===== src/rtl/sgw_pkg.sv =====
// Shared definitions for the scatter-gather descriptor walker.
// Assumes nothing beyond a synthesizable SystemVerilog flow.
package sgw_pkg;

    // Walker control states.
    typedef enum logic [2:0] {
        ST_IDLE,       // waiting for start
        ST_DECIDE,     // choose: finish, fail, move data or fetch descriptor
        ST_ADR_REQ,    // issue read of descriptor word 0
        ST_ADR_WAIT,   // wait for region address
        ST_SIZE_REQ,   // issue read of descriptor word 1
        ST_SIZE_WAIT,  // wait for size/flags word
        ST_BEAT_REQ,   // issue a data beat
        ST_BEAT_WAIT   // wait for read data of a beat
    } sgw_state_e;

    localparam int unsigned SGW_DESC_BYTES = 8;
    localparam int unsigned SGW_WORD_BYTES = 4;

endpackage


===== src/rtl/sgw_len_decode.sv =====
// Decodes a descriptor size/flags word into a region byte count and a final flag.
// Assumes the count field occupies bits CNT_W-1:1 and that zero means 2**CNT_W bytes.
module sgw_len_decode #(
    parameter int unsigned DATA_W   = 32,
    parameter int unsigned CNT_W    = 16,
    parameter int unsigned LAST_BIT = 31,
    localparam int unsigned LEN_W   = CNT_W + 1
) (
    input  logic [DATA_W-1:0] size_word,
    output logic [LEN_W-1:0]  region_len,
    output logic              region_last
);

    logic [CNT_W-2:0] half_count;
    logic             unused_size_bits;

    // Extract the even byte count and map zero to the full range.
    always_comb begin
        half_count = size_word[CNT_W-1:1];
        if (half_count == '0) begin
            region_len = {1'b1, {CNT_W{1'b0}}};
        end else begin
            region_len = {1'b0, half_count, 1'b0};
        end
        region_last = size_word[LAST_BIT];
    end

    // Bits outside the count and final flag carry no meaning here.
    assign unused_size_bits = ^{size_word[0], size_word[DATA_W-1:CNT_W]};

endmodule


===== src/rtl/sgw_beat_sel.sv =====
// Chooses the byte count and byte enables of the next data beat.
// Assumes both counts are even and the region address is word aligned.
module sgw_beat_sel #(
    parameter int unsigned XFER_W     = 24,
    parameter int unsigned LEN_W      = 17,
    parameter int unsigned BEAT_BYTES = 4,
    localparam int unsigned CW        = $clog2(BEAT_BYTES) + 1
) (
    input  logic [XFER_W-1:0]     bytes_left,
    input  logic [LEN_W-1:0]      region_left,
    output logic [CW-1:0]         beat_bytes,
    output logic [BEAT_BYTES-1:0] beat_be
);

    // Smallest of device bytes left, region bytes left and one full word.
    always_comb begin
        beat_bytes = CW'(BEAT_BYTES);
        if (bytes_left < XFER_W'(BEAT_BYTES)) begin
            beat_bytes = bytes_left[CW-1:0];
        end
        if ((region_left < LEN_W'(BEAT_BYTES)) && (region_left[CW-1:0] < beat_bytes)) begin
            beat_bytes = region_left[CW-1:0];
        end
    end

    // One enable per byte lane below the beat size.
    for (genvar lane = 0; lane < BEAT_BYTES; lane++) begin : g_lane
        assign beat_be[lane] = (CW'(lane) < beat_bytes);
    end

endmodule


===== src/rtl/sgw_region_track.sv =====
// Holds the current region address, remaining region length and final flag.
// Assumes load strobes and the advance strobe are never raised together.
module sgw_region_track #(
    parameter int unsigned ADDR_W = 32,
    parameter int unsigned LEN_W  = 17,
    parameter int unsigned CW     = 3
) (
    input  logic              clk,
    input  logic              rst_n,
    input  logic              clear,
    input  logic              load_addr,
    input  logic [ADDR_W-1:0] new_addr,
    input  logic              load_size,
    input  logic [LEN_W-1:0]  new_len,
    input  logic              new_last,
    input  logic              advance,
    input  logic [CW-1:0]     step,
    output logic [ADDR_W-1:0] cur_addr,
    output logic [LEN_W-1:0]  cur_len,
    output logic              cur_last
);

    // Region state: cleared on reset or start, loaded per descriptor, stepped per beat.
    always_ff @(posedge clk) begin
        if (!rst_n || clear) begin
            cur_addr <= '0;
            cur_len  <= '0;
            cur_last <= 1'b0;
        end else begin
            if (load_addr) begin
                cur_addr <= new_addr;
            end
            if (load_size) begin
                cur_len  <= new_len;
                cur_last <= new_last;
            end
            if (advance) begin
                cur_addr <= cur_addr + ADDR_W'(step);
                cur_len  <= cur_len - LEN_W'(step);
            end
        end
    end

endmodule


===== src/rtl/sgw_walk_ctrl.sv =====
// Sequences descriptor fetches and data beats, tracks the table pointer and
// the device byte count, and decides when a walk finishes or fails.
// Assumes a single outstanding memory read and responses in request order.
module sgw_walk_ctrl
    import sgw_pkg::*;
#(
    parameter int unsigned ADDR_W     = 32,
    parameter int unsigned XFER_W     = 24,
    parameter int unsigned LEN_W      = 17,
    parameter int unsigned PAGE_BYTES = 4096,
    parameter int unsigned BEAT_BYTES = 4,
    localparam int unsigned CW        = $clog2(BEAT_BYTES) + 1
) (
    input  logic                  clk,
    input  logic                  rst_n,
    input  logic                  start,
    input  logic [ADDR_W-1:0]     table_base,
    input  logic [XFER_W-1:0]     xfer_len,
    input  logic                  to_host,
    input  logic [ADDR_W-1:0]     region_addr,
    input  logic [LEN_W-1:0]      region_left,
    input  logic                  region_last,
    input  logic [CW-1:0]         beat_bytes,
    input  logic [BEAT_BYTES-1:0] beat_be,
    input  logic                  mem_req_ready,
    input  logic                  mem_rsp_valid,
    output logic                  busy,
    output logic                  done,
    output logic                  table_short,
    output logic                  mem_req_valid,
    output logic                  mem_req_write,
    output logic [ADDR_W-1:0]     mem_req_addr,
    output logic [BEAT_BYTES-1:0] mem_req_be,
    output logic                  dev_in_take,
    output logic                  dev_out_valid,
    output logic [XFER_W-1:0]     bytes_left,
    output logic                  region_clear,
    output logic                  load_addr,
    output logic                  load_size,
    output logic                  beat_done
);

    sgw_state_e        state;
    logic [ADDR_W-1:0] desc_ptr;
    logic [ADDR_W-1:0] base_q;
    logic              dir_q;
    logic              page_used;
    logic              drained;
    logic              table_out;
    logic [ADDR_W-1:0] base_aligned;
    logic              unused_base_bits;

    assign base_aligned     = {table_base[ADDR_W-1:2], 2'b00};
    assign unused_base_bits = ^table_base[1:0];

    // Decision inputs evaluated in the decide state.
    assign page_used = (desc_ptr - base_q) >= ADDR_W'(PAGE_BYTES);
    assign drained   = (bytes_left == '0);
    assign table_out = (region_left == '0) && (region_last || page_used);

    // Completion pulses; draining takes priority over running out of table.
    assign done        = (state == ST_DECIDE) && drained;
    assign table_short = (state == ST_DECIDE) && !drained && table_out;
    assign busy        = (state != ST_IDLE);

    // Strobes toward the region tracker.
    assign region_clear = (state == ST_IDLE) && start;
    assign load_addr    = (state == ST_ADR_WAIT) && mem_rsp_valid;
    assign load_size    = (state == ST_SIZE_WAIT) && mem_rsp_valid;
    assign beat_done    = ((state == ST_BEAT_REQ) && dir_q && mem_req_ready) ||
                          ((state == ST_BEAT_WAIT) && mem_rsp_valid);

    // Memory request fields by state.
    always_comb begin
        mem_req_valid = 1'b0;
        mem_req_write = 1'b0;
        mem_req_addr  = desc_ptr;
        mem_req_be    = '1;
        case (state)
            ST_ADR_REQ: begin
                mem_req_valid = 1'b1;
            end
            ST_SIZE_REQ: begin
                mem_req_valid = 1'b1;
                mem_req_addr  = desc_ptr + ADDR_W'(SGW_WORD_BYTES);
            end
            ST_BEAT_REQ: begin
                mem_req_valid = 1'b1;
                mem_req_write = dir_q;
                mem_req_addr  = region_addr;
                mem_req_be    = beat_be;
            end
            default: begin
                mem_req_valid = 1'b0;
            end
        endcase
    end

    // Device-side strobes.
    assign dev_in_take   = (state == ST_BEAT_REQ) && dir_q && mem_req_ready;
    assign dev_out_valid = (state == ST_BEAT_WAIT) && mem_rsp_valid;

    // Walk state, table pointer, device count and direction.
    always_ff @(posedge clk) begin
        if (!rst_n) begin
            state      <= ST_IDLE;
            desc_ptr   <= '0;
            base_q     <= '0;
            bytes_left <= '0;
            dir_q      <= 1'b0;
        end else begin
            case (state)
                ST_IDLE: begin
                    if (start) begin
                        desc_ptr   <= base_aligned;
                        base_q     <= base_aligned;
                        bytes_left <= xfer_len;
                        dir_q      <= to_host;
                        state      <= ST_DECIDE;
                    end
                end
                ST_DECIDE: begin
                    if (drained || table_out) begin
                        state <= ST_IDLE;
                    end else if (region_left != '0) begin
                        state <= ST_BEAT_REQ;
                    end else begin
                        state <= ST_ADR_REQ;
                    end
                end
                ST_ADR_REQ: begin
                    if (mem_req_ready) begin
                        state <= ST_ADR_WAIT;
                    end
                end
                ST_ADR_WAIT: begin
                    if (mem_rsp_valid) begin
                        state <= ST_SIZE_REQ;
                    end
                end
                ST_SIZE_REQ: begin
                    if (mem_req_ready) begin
                        state <= ST_SIZE_WAIT;
                    end
                end
                ST_SIZE_WAIT: begin
                    if (mem_rsp_valid) begin
                        desc_ptr <= desc_ptr + ADDR_W'(SGW_DESC_BYTES);
                        state    <= ST_DECIDE;
                    end
                end
                ST_BEAT_REQ: begin
                    if (mem_req_ready) begin
                        if (dir_q) begin
                            bytes_left <= bytes_left - XFER_W'(beat_bytes);
                            state      <= ST_DECIDE;
                        end else begin
                            state <= ST_BEAT_WAIT;
                        end
                    end
                end
                ST_BEAT_WAIT: begin
                    if (mem_rsp_valid) begin
                        bytes_left <= bytes_left - XFER_W'(beat_bytes);
                        state      <= ST_DECIDE;
                    end
                end
                default: begin
                    state <= ST_IDLE;
                end
            endcase
        end
    end

endmodule


===== src/rtl/sg_walker.sv =====
// Scatter-gather descriptor walker: follows a descriptor table in host memory
// and moves the device buffer's bytes to or from the regions it lists.
// Assumes word-aligned region addresses and a 32-bit in-order memory port.
module sg_walker #(
    parameter int unsigned ADDR_W     = 32,
    parameter int unsigned DATA_W     = 32,
    parameter int unsigned XFER_W     = 24,
    parameter int unsigned CNT_W      = 16,
    parameter int unsigned LAST_BIT   = 31,
    parameter int unsigned PAGE_BYTES = 4096,
    localparam int unsigned LEN_W     = CNT_W + 1,
    localparam int unsigned BEAT_B    = DATA_W / 8,
    localparam int unsigned CW        = $clog2(BEAT_B) + 1
) (
    input  logic              clk,
    input  logic              rst_n,
    input  logic              start,
    input  logic [ADDR_W-1:0] table_base,
    input  logic [XFER_W-1:0] xfer_len,
    input  logic              to_host,
    output logic              busy,
    output logic              done,
    output logic              table_short,
    output logic              mem_req_valid,
    input  logic              mem_req_ready,
    output logic              mem_req_write,
    output logic [ADDR_W-1:0] mem_req_addr,
    output logic [DATA_W-1:0] mem_req_wdata,
    output logic [BEAT_B-1:0] mem_req_be,
    input  logic              mem_rsp_valid,
    input  logic [DATA_W-1:0] mem_rsp_data,
    input  logic [DATA_W-1:0] dev_in_data,
    output logic              dev_in_take,
    output logic              dev_out_valid,
    output logic [DATA_W-1:0] dev_out_data,
    output logic [BEAT_B-1:0] dev_out_be
);

    logic [LEN_W-1:0]  dec_len;
    logic              dec_last;
    logic [ADDR_W-1:0] region_addr;
    logic [LEN_W-1:0]  region_left;
    logic              region_last;
    logic [CW-1:0]     beat_bytes;
    logic [BEAT_B-1:0] beat_be;
    logic [XFER_W-1:0] bytes_left;
    logic              region_clear;
    logic              load_addr;
    logic              load_size;
    logic              beat_done;

    sgw_len_decode #(
        .DATA_W   (DATA_W),
        .CNT_W    (CNT_W),
        .LAST_BIT (LAST_BIT)
    ) u_decode (
        .size_word   (mem_rsp_data),
        .region_len  (dec_len),
        .region_last (dec_last)
    );

    sgw_region_track #(
        .ADDR_W (ADDR_W),
        .LEN_W  (LEN_W),
        .CW     (CW)
    ) u_region (
        .clk       (clk),
        .rst_n     (rst_n),
        .clear     (region_clear),
        .load_addr (load_addr),
        .new_addr  (mem_rsp_data[ADDR_W-1:0]),
        .load_size (load_size),
        .new_len   (dec_len),
        .new_last  (dec_last),
        .advance   (beat_done),
        .step      (beat_bytes),
        .cur_addr  (region_addr),
        .cur_len   (region_left),
        .cur_last  (region_last)
    );

    sgw_beat_sel #(
        .XFER_W     (XFER_W),
        .LEN_W      (LEN_W),
        .BEAT_BYTES (BEAT_B)
    ) u_beat (
        .bytes_left  (bytes_left),
        .region_left (region_left),
        .beat_bytes  (beat_bytes),
        .beat_be     (beat_be)
    );

    sgw_walk_ctrl #(
        .ADDR_W     (ADDR_W),
        .XFER_W     (XFER_W),
        .LEN_W      (LEN_W),
        .PAGE_BYTES (PAGE_BYTES),
        .BEAT_BYTES (BEAT_B)
    ) u_ctrl (
        .clk           (clk),
        .rst_n         (rst_n),
        .start         (start),
        .table_base    (table_base),
        .xfer_len      (xfer_len),
        .to_host       (to_host),
        .region_addr   (region_addr),
        .region_left   (region_left),
        .region_last   (region_last),
        .beat_bytes    (beat_bytes),
        .beat_be       (beat_be),
        .mem_req_ready (mem_req_ready),
        .mem_rsp_valid (mem_rsp_valid),
        .busy          (busy),
        .done          (done),
        .table_short   (table_short),
        .mem_req_valid (mem_req_valid),
        .mem_req_write (mem_req_write),
        .mem_req_addr  (mem_req_addr),
        .mem_req_be    (mem_req_be),
        .dev_in_take   (dev_in_take),
        .dev_out_valid (dev_out_valid),
        .bytes_left    (bytes_left),
        .region_clear  (region_clear),
        .load_addr     (load_addr),
        .load_size     (load_size),
        .beat_done     (beat_done)
    );

    // Data paths pass straight through: write data from the device, read data to it.
    assign mem_req_wdata = dev_in_data;
    assign dev_out_data  = mem_rsp_data;
    assign dev_out_be    = beat_be;

endmodule


===== config.mk =====
export PLATFORM = sky130hd
export DESIGN_NAME = sg_walker
export DESIGN_NICKNAME = d
export VERILOG_FILES = /design/src/rtl/sgw_pkg.sv /design/src/rtl/sgw_len_decode.sv /design/src/rtl/sgw_beat_sel.sv /design/src/rtl/sgw_region_track.sv /design/src/rtl/sgw_walk_ctrl.sv /design/src/rtl/sg_walker.sv
export SDC_FILE = /design/constraint.sdc
export NUM_CORES = 1
export LEC_CHECK = 0
export CAP_MARGIN = 20
export CORE_MARGIN = 4
export CORE_UTILIZATION = 49
export CTS_BUF_LIST = sky130_fd_sc_hd__clkbuf_8
export CTS_CLUSTER_DIAMETER = 30
export DETAILED_ROUTE_END_ITERATION = 6
export PLACE_DENSITY = 0.83
export SKIP_CTS_REPAIR_TIMING = 1
export SYNTH_ARGS = -nofsm -noshare
export SYNTH_HDL_FRONTEND = slang
export SYNTH_SLANG_ARGS = --single-unit

===== constraint.sdc =====
create_clock -name clk -period 13.53 [get_ports clk]
set_input_delay 1.353 -clock clk [delete_from_list [all_inputs] [get_ports clk]]
set_output_delay 1.353 -clock clk [all_outputs]
set_load 0.03 [all_outputs]

[After elaboration in Yosys (flattened, before gate mapping)]
Cells that the tools add are included.
W data, S select, Z words.
Word-level totals
  register bits: 140
  latch bits: 0
  memory bits (writable): 0
  ROM bits: 0
  input port bits: 126
  output and inout bits: 111
  logic and storage cells: 100
  memories kept: 0
Operators by class
  add/subtract/negate cells: 6
  multiply operators: 0
  divide/modulo/power cells: 0
  magnitude comparators: 8
  equal/unequal tests: 16
  shift-type cells: 0
  multiplexer cells: 29
  bitwise gates (word level): 0
  reduce and logical (&&, ||, !) cells: 33
Operators by type and width (number)
  $mux W32: 4
  $pmux W32 S2: 2
  $mux W24: 4
  $pmux W24 S3: 1
  $mux W17: 3
  $mux W3: 11
  $add A32 B3 Y32: 1
  $add A32 B3 Y32 const B: 1
  $add A32 B4 Y32 const B: 1
  $ge A32 B13 Y1 const B: 1
  $sub A32 B32 Y32: 1
  $logic_not A24 Y1: 1
  $lt A24 B3 Y1 const B: 1
  $sub A24 B3 Y24: 1
  $pmux W3 S7: 1
  $logic_not A17 Y1: 1
  $lt A17 B3 Y1 const B: 1
  $reduce_bool A17 Y1: 1
  $sub A17 B3 Y17: 1
  $logic_not A15 Y1: 1
  $ne A2 B2 Y1 const B: 7
  $eq A3 B3 Y1 const B: 4
  $logic_and A1 B1 Y1: 11
  $eq A3 B2 Y1 const B: 2
  18 further kinds: 29

[Logic depth before layout (Yosys ltp)]
  word-level depth: 9
  gate-level depth with buffers: 22
  mapped depth without buffers: 21

[By module]
From an unflattened synthesis, not the netlist that was laid out.
Second synthesis, totals
  cells, all modules: 1699
  area, all modules: 11951.5 sq um
Modules (own cells, without submodules)
  sgw_walk_ctrl: times used 1, cells each 1199, area each 8112.8 sq um, seq. area each 1761.7 sq um
  sgw_region_track: times used 1, cells each 368, area each 2955.3 sq um, seq. area each 1001.0 sq um
  sg_walker: times used 1, cells each 64, area each 480.5 sq um, seq. area each 0.0 sq um
  sgw_beat_sel: times used 1, cells each 45, area each 295.3 sq um, seq. area each 0.0 sq um
  sgw_len_decode: times used 1, cells each 23, area each 107.6 sq um, seq. area each 0.0 sq um

[Least setup slack after synthesis]
OpenSTA, ideal clock, no wires.
  kind: register to register
  start: register u_ctrl.bytes_left[10]
  end: register u_ctrl.bytes_left[21]
  library setup time: 137 ps
  data arrival time: 4771 ps
  required time: 13393 ps
  setup slack: 8622 ps
  stages on the path, launching flop included: 20
  buffers on the path: 1
  period minus slack after synthesis: 4908 ps
  cell sequence: dfxtp_1 -> or3_4 -> or3_4 -> nor4_4 -> ha_1 -> a211oi_1 -> and3_1 -> buf_4 -> a21oi_1 -> a31oi_1 -> ha_1 -> nor2b_1 -> o21ai_0 -> and3_1 -> nand2_1 -> nor4_1 -> nand2_1 -> or3_1 -> o22ai_1 -> a221oi_1
On the way
  longest elaborated chain between the ends: 9
  elaborated cells on any way between the ends: 10
  those cells by class: 1 x add/sub; 2 x order compare; 6 x mux; 1 x reduce/logical
Ends and longest elaborated chain
  start: declaration: RTL line sgw_walk_ctrl.sv:36  | output logic [XFER_W-1:0] bytes_left,
  start signal: assignment: RTL line sgw_walk_ctrl.sv:117  | bytes_left <= xfer_len;
  start signal: assignment: RTL line sgw_walk_ctrl.sv:155  | bytes_left <= bytes_left - XFER_W'(beat_bytes);
  start signal: assignment: RTL line sgw_walk_ctrl.sv:164  | bytes_left <= bytes_left - XFER_W'(beat_bytes);
  $lt A24 B3 Y1: RTL line sgw_beat_sel.sv:18  | if (bytes_left < XFER_W'(BEAT_BYTES)) begin
  $mux W3: RTL line sgw_beat_sel.sv:18
  $lt A3 B3 Y1: RTL line sgw_beat_sel.sv:21  | if ((region_left < LEN_W'(BEAT_BYTES)) && (region_left[CW-1:0] < beat_bytes)) begin
  $logic_and A1 B1 Y1: RTL line sgw_beat_sel.sv:21
  $mux W3: RTL line sgw_beat_sel.sv:21
  $sub A24 B3 Y24 *: RTL line sgw_walk_ctrl.sv:155, sgw_walk_ctrl.sv:164
  $mux W24: RTL line sgw_walk_ctrl.sv:154  | if (dir_q) begin
  $mux W24: RTL line sgw_walk_ctrl.sv:153  | if (mem_req_ready) begin
  $pmux W24 S3 *: RTL line sgw_walk_ctrl.sv:112  | case (state)
Every way passes the cells marked *; elsewhere a longest branch is shown, timed or not. The select of a mux whose other input is x is not followed.
A chain may end at the register's enable or synchronous reset.

[Worst setup path after layout]
  start: register u_ctrl.desc_ptr[2]
  end: output port table_short
On the way
  longest elaborated chain between the ends: 5
Ends and longest elaborated chain
  start: declaration: RTL line sgw_walk_ctrl.sv:44  | logic [ADDR_W-1:0] desc_ptr;
  start signal: assignment: RTL line sgw_walk_ctrl.sv:115  | desc_ptr <= base_aligned;
  start signal: assignment: RTL line sgw_walk_ctrl.sv:148  | desc_ptr <= desc_ptr + ADDR_W'(SGW_DESC_BYTES);
  $sub A32 B32 Y32: RTL line sgw_walk_ctrl.sv:57  | assign page_used = (desc_ptr - base_q) >= ADDR_W'(PAGE_BYTES);
  $ge A32 B13 Y1: RTL line sgw_walk_ctrl.sv:57
  $logic_or A1 B1 Y1: RTL line sgw_walk_ctrl.sv:59  | assign table_out = (region_left == '0) && (region_last || page_used);
  $logic_and A1 B1 Y1: RTL line sgw_walk_ctrl.sv:59
  $logic_and A1 B1 Y1: RTL line sgw_walk_ctrl.sv:63  | assign table_short = (state == ST_DECIDE) && !drained && table_out;
  end: declaration: RTL line sg_walker.sv:23  | output logic table_short,
Every way passes these cells.

==> impl_metrics.py <==
metrics = {
    "floorplanning": {
        "die_x_microns": 158,
        "io_pins": 237,
        "start_util_pct": 50.2,
        "core_area_sq_um": 22000,
        "die-area_sq_um": 25000,
        "die_h_microns": 158,
        "rows": 54,
    },
    "pwr": {
        "clock_power_share_pct": 17.6,
        "p_sw_mw": 1.05,
        "pwr-share-seq_pct": 25.2,
        "pwr-share-comb_pct": 57.1,
        "power_leakage_nw": 4.77,
        "switching_share_pct": 46.7,
        "internal_power_mw": 1.20,
        "power_density_nw_per_um2": 175,
        "vdd_drop_max_mv": 0.0782,
    },
    "cells_and_area": {
        "fill_cells": 2022,
        "area_delta_synth_final_pct": 16.1,
        "final_cell_mix": "nand2_1, clkdlybuf4s50_1, dfxtp_1",
        "drive_gt1_share_pct": 4.84,
        "final_cell_area_sq_um": 12800,
        "n_antenna_cell": 0,
        "nNetsFinal": 1771,
        "layout.cells.most_common": "nand2_1",
    },
    "clock_tree": {
        "numCtsBuffers": 17,
        "htree_num_levels": 4,
        "root_buffer": "clkbuf_8",
        "cts_sinks": 138,
        "clk_latency_ps": 470,
        "clock_path_buffers": 2,
        "path_clk_slew_ps": 80,
        "cts_tree": "built",
    },
    "synthesis": {
        "synth_seq_cells": 138,
        "yosysWarnings": 0,
        "netlist_top_cells_area": "dfxtp_1, nand2_1, a21oi_1",
        "yosysSeqAreaShare_pct": 25.0,
        "synth_ff_type": "dfxtp_1",
        "synth.distinct_cells": 75,
        "synth_edf_count": 0,
        "synth_top_area_share_pct": 25.0,
        "syn_inst": 1560,
        "syn_avg_cell_area_sq_um": 7.08,
        "async_flop_share_pct": 0,
        "syn_nets": 1731,
        "netlist.top_cell.by_area": "dfxtp_1",
        "synth_area_sq_um": 11100,
    },
    "sta": {
        "whs_ps": 468,
        "hold_violations": 0,
        "tns_ps": 0,
        "fin_crit_sh_pct": 51.3,
        "tightest_slew_ps": 1050,
        "relSlewSlack_pct": 29.0,
        "fin_crit_ps": 6940,
        "slew_viol_final": 0,
        "finalSetupViolations": 0,
        "worst_clock_skew_ps": 16.4,
        "max_freq_mhz": 144,
        "grt_setup_unrepaired": "no",
    },
    "min_path": {
        "worstHoldStart": "u_ctrl.base_q[17]",
        "min_to": "u_ctrl.base_q[17]",
        "hold_depth": 2,
        "min_path_type": "flip-flop to flip-flop",
    },
    "setup_path": {
        "path_max_fanout": 19,
        "r2r_end": "u_ctrl.bytes_left[21]",
        "setup.worst_path.class": "flip-flop to output pin",
        "endpoint_kind": "output pin",
        "reg2reg_from": "u_ctrl.bytes_left[6]",
        "critical_path_required_ps": 12180,
        "reg2reg_depth": 18,
        "arrival_ps": 5590,
        "cp-start-kind": "flip-flop",
        "r2r_setup_slack_ps": 7510,
    },
    "detailed_routing": {
        "drc_errors": 0,
        "wl_per_cell_microns": 18.4,
        "via_per_inst": 6.32,
        "drt-initial-drc-count": 1201,
        "postRouteAntennaNets": 0,
        "vias": 12000,
        "drt_wl_total_microns": 34900,
        "drt_pass1_iterations": 5,
    },
    "grt": {
        "grt_max_degree": 94,
        "grtUsageMet1_pct": 38.1,
        "grt-ovfl-total": 0,
        "grtUsageMet3_pct": 4.07,
        "globalRouteMet2Util_pct": 41.6,
        "grt_pass1_wl_microns": 55000,
        "track_usage_pct": 26.9,
        "top_usage_layer": "met2",
        "antenna_found_initial": 0,
        "grt_pass1_vias": 10600,
    },
    "placement": {
        "dp_hpwl_microns": 25800,
        "gp_congestion": 0.941,
        "post_dp_cell_area_sq_um": 12300,
        "numPortBuffers": 170,
    },
    "status": {
        "run_status": "finished clean",
    },
    "run": {
        "maxCapViolCount": 0,
    },
}
layer usage:
metal  wire length [microns]  share of wire, %
met4                    1040               3.0
met3                    2920               8.4
met2                   15500                45
met1                   15400                44
met5                       0                 0
logic make-up after synthesis:
| kind of cell | share of synthesized area (%) |
|---|---|
| fa+ha+maj | 5.37 |
| compound gates | 30.7 |
| mux | 1.48 |
| simple gates | 26.3 |
| flops | 25.0 |
| xor+xnor | 1.10 |
| buf+inv | 10.0 |
critical path: stages, from the launching register on:
cell             delay [ps]
dfxtp_1                 760
inv_1                   210
ha_1                    270
inv_1                    70
fa_1                    160
a211oi_1                 80
o211ai_1                360
nand4_1                 220
a311oi_1                660
o21ai_0                 170
a211oi_1                250
nand4_1                 140
nor4bb_1                910
a211oi_1                180
clkdlybuf4s50_1         660
how the worst max path moves through the flow:
stage / cells past startpoint / slack [ps] / startpoint / to
after floorplan: 19 / 8620 / u_ctrl.bytes_left[10] / u_ctrl.bytes_left[21]
after global placement: 14 / 7140 / u_ctrl.desc_ptr[2] / table_short
after detailed placement: 14 / 7120 / u_ctrl.desc_ptr[2] / table_short
after CTS: 14 / 6610 / u_ctrl.desc_ptr[2] / table_short
after global routing: 14 / 6280 / u_ctrl.desc_ptr[2] / table_short
final: 14 / 6590 / u_ctrl.desc_ptr[2] / table_short
cell usage after synthesis, types with 8 or more instances:
library cell,n
or3_1,13
and3_1,33
o211ai_1,18
a21o_1,8
a311oi_1,10
nor2_1,121
clkbuf_1,90
a21boi_0,39
nand4_1,20
ha_1,41
nor2b_1,15
a21oi_1,135
and2_1,33
o21ai_0,122
o22ai_1,19
mux2i_1,13
o21a_1,13
inv_1,62
a211oi_1,14
nand3_1,38
buf_4,65
dfxtp_1,138
nor3_1,49
a221oi_1,10
a22oi_1,29
o221a_2,10
a31oi_1,32
nand2_1,211
nor4_1,23
or4_1,8
metrics by stage:
step                utilization [%]  total power [mW]  cells  setup WS, ps
global placement               56.0              1.80   1858          7140
detailed placement             56.0              1.83   1859          7120
global route                   58.3              2.40   1893          6280
CTS                            58.1              2.22   1891          6610
floorplan                         -              1.49   1560          8620
finish                         58.3              2.25   1893          6590
area by class of cell:
type	instances	area, sq um	share of cell area (%)
flip-flops and latches	138	2760	21.5
clock inverters	15	221	1.73
well taps	280	350	2.73
inverters	62	233	1.81
clock buffers	17	234	1.82
multi-input cells	1196	7200	56.1
repair buffers	185	1830	14.3
state kept, by name, indices dropped and copies added (netlist names):
| register | count |
|---|---|
| u_region.cur_addr | 32 |
| u_ctrl.base_q | 30 |
| u_ctrl.desc_ptr | 30 |
| u_ctrl.bytes_left | 24 |
| u_region.cur_len | 17 |
| u_ctrl.state | 3 |
| u_ctrl.dir_q | 1 |
| u_region.cur_last | 1 |
power by group through the flow:
stage	clock network (mW)	logic, mW	registers, mW
3_3_place_gp	0	1.24	0.567
2_1_floorplan	0	0.963	0.525
3_5_place_dp	0	1.26	0.571
5_1_grt	0.415	1.41	0.577
4_1_cts	0.397	1.26	0.561
6_report	0.397	1.28	0.567
No activity file was read; power rests on OpenSTA's default activity.
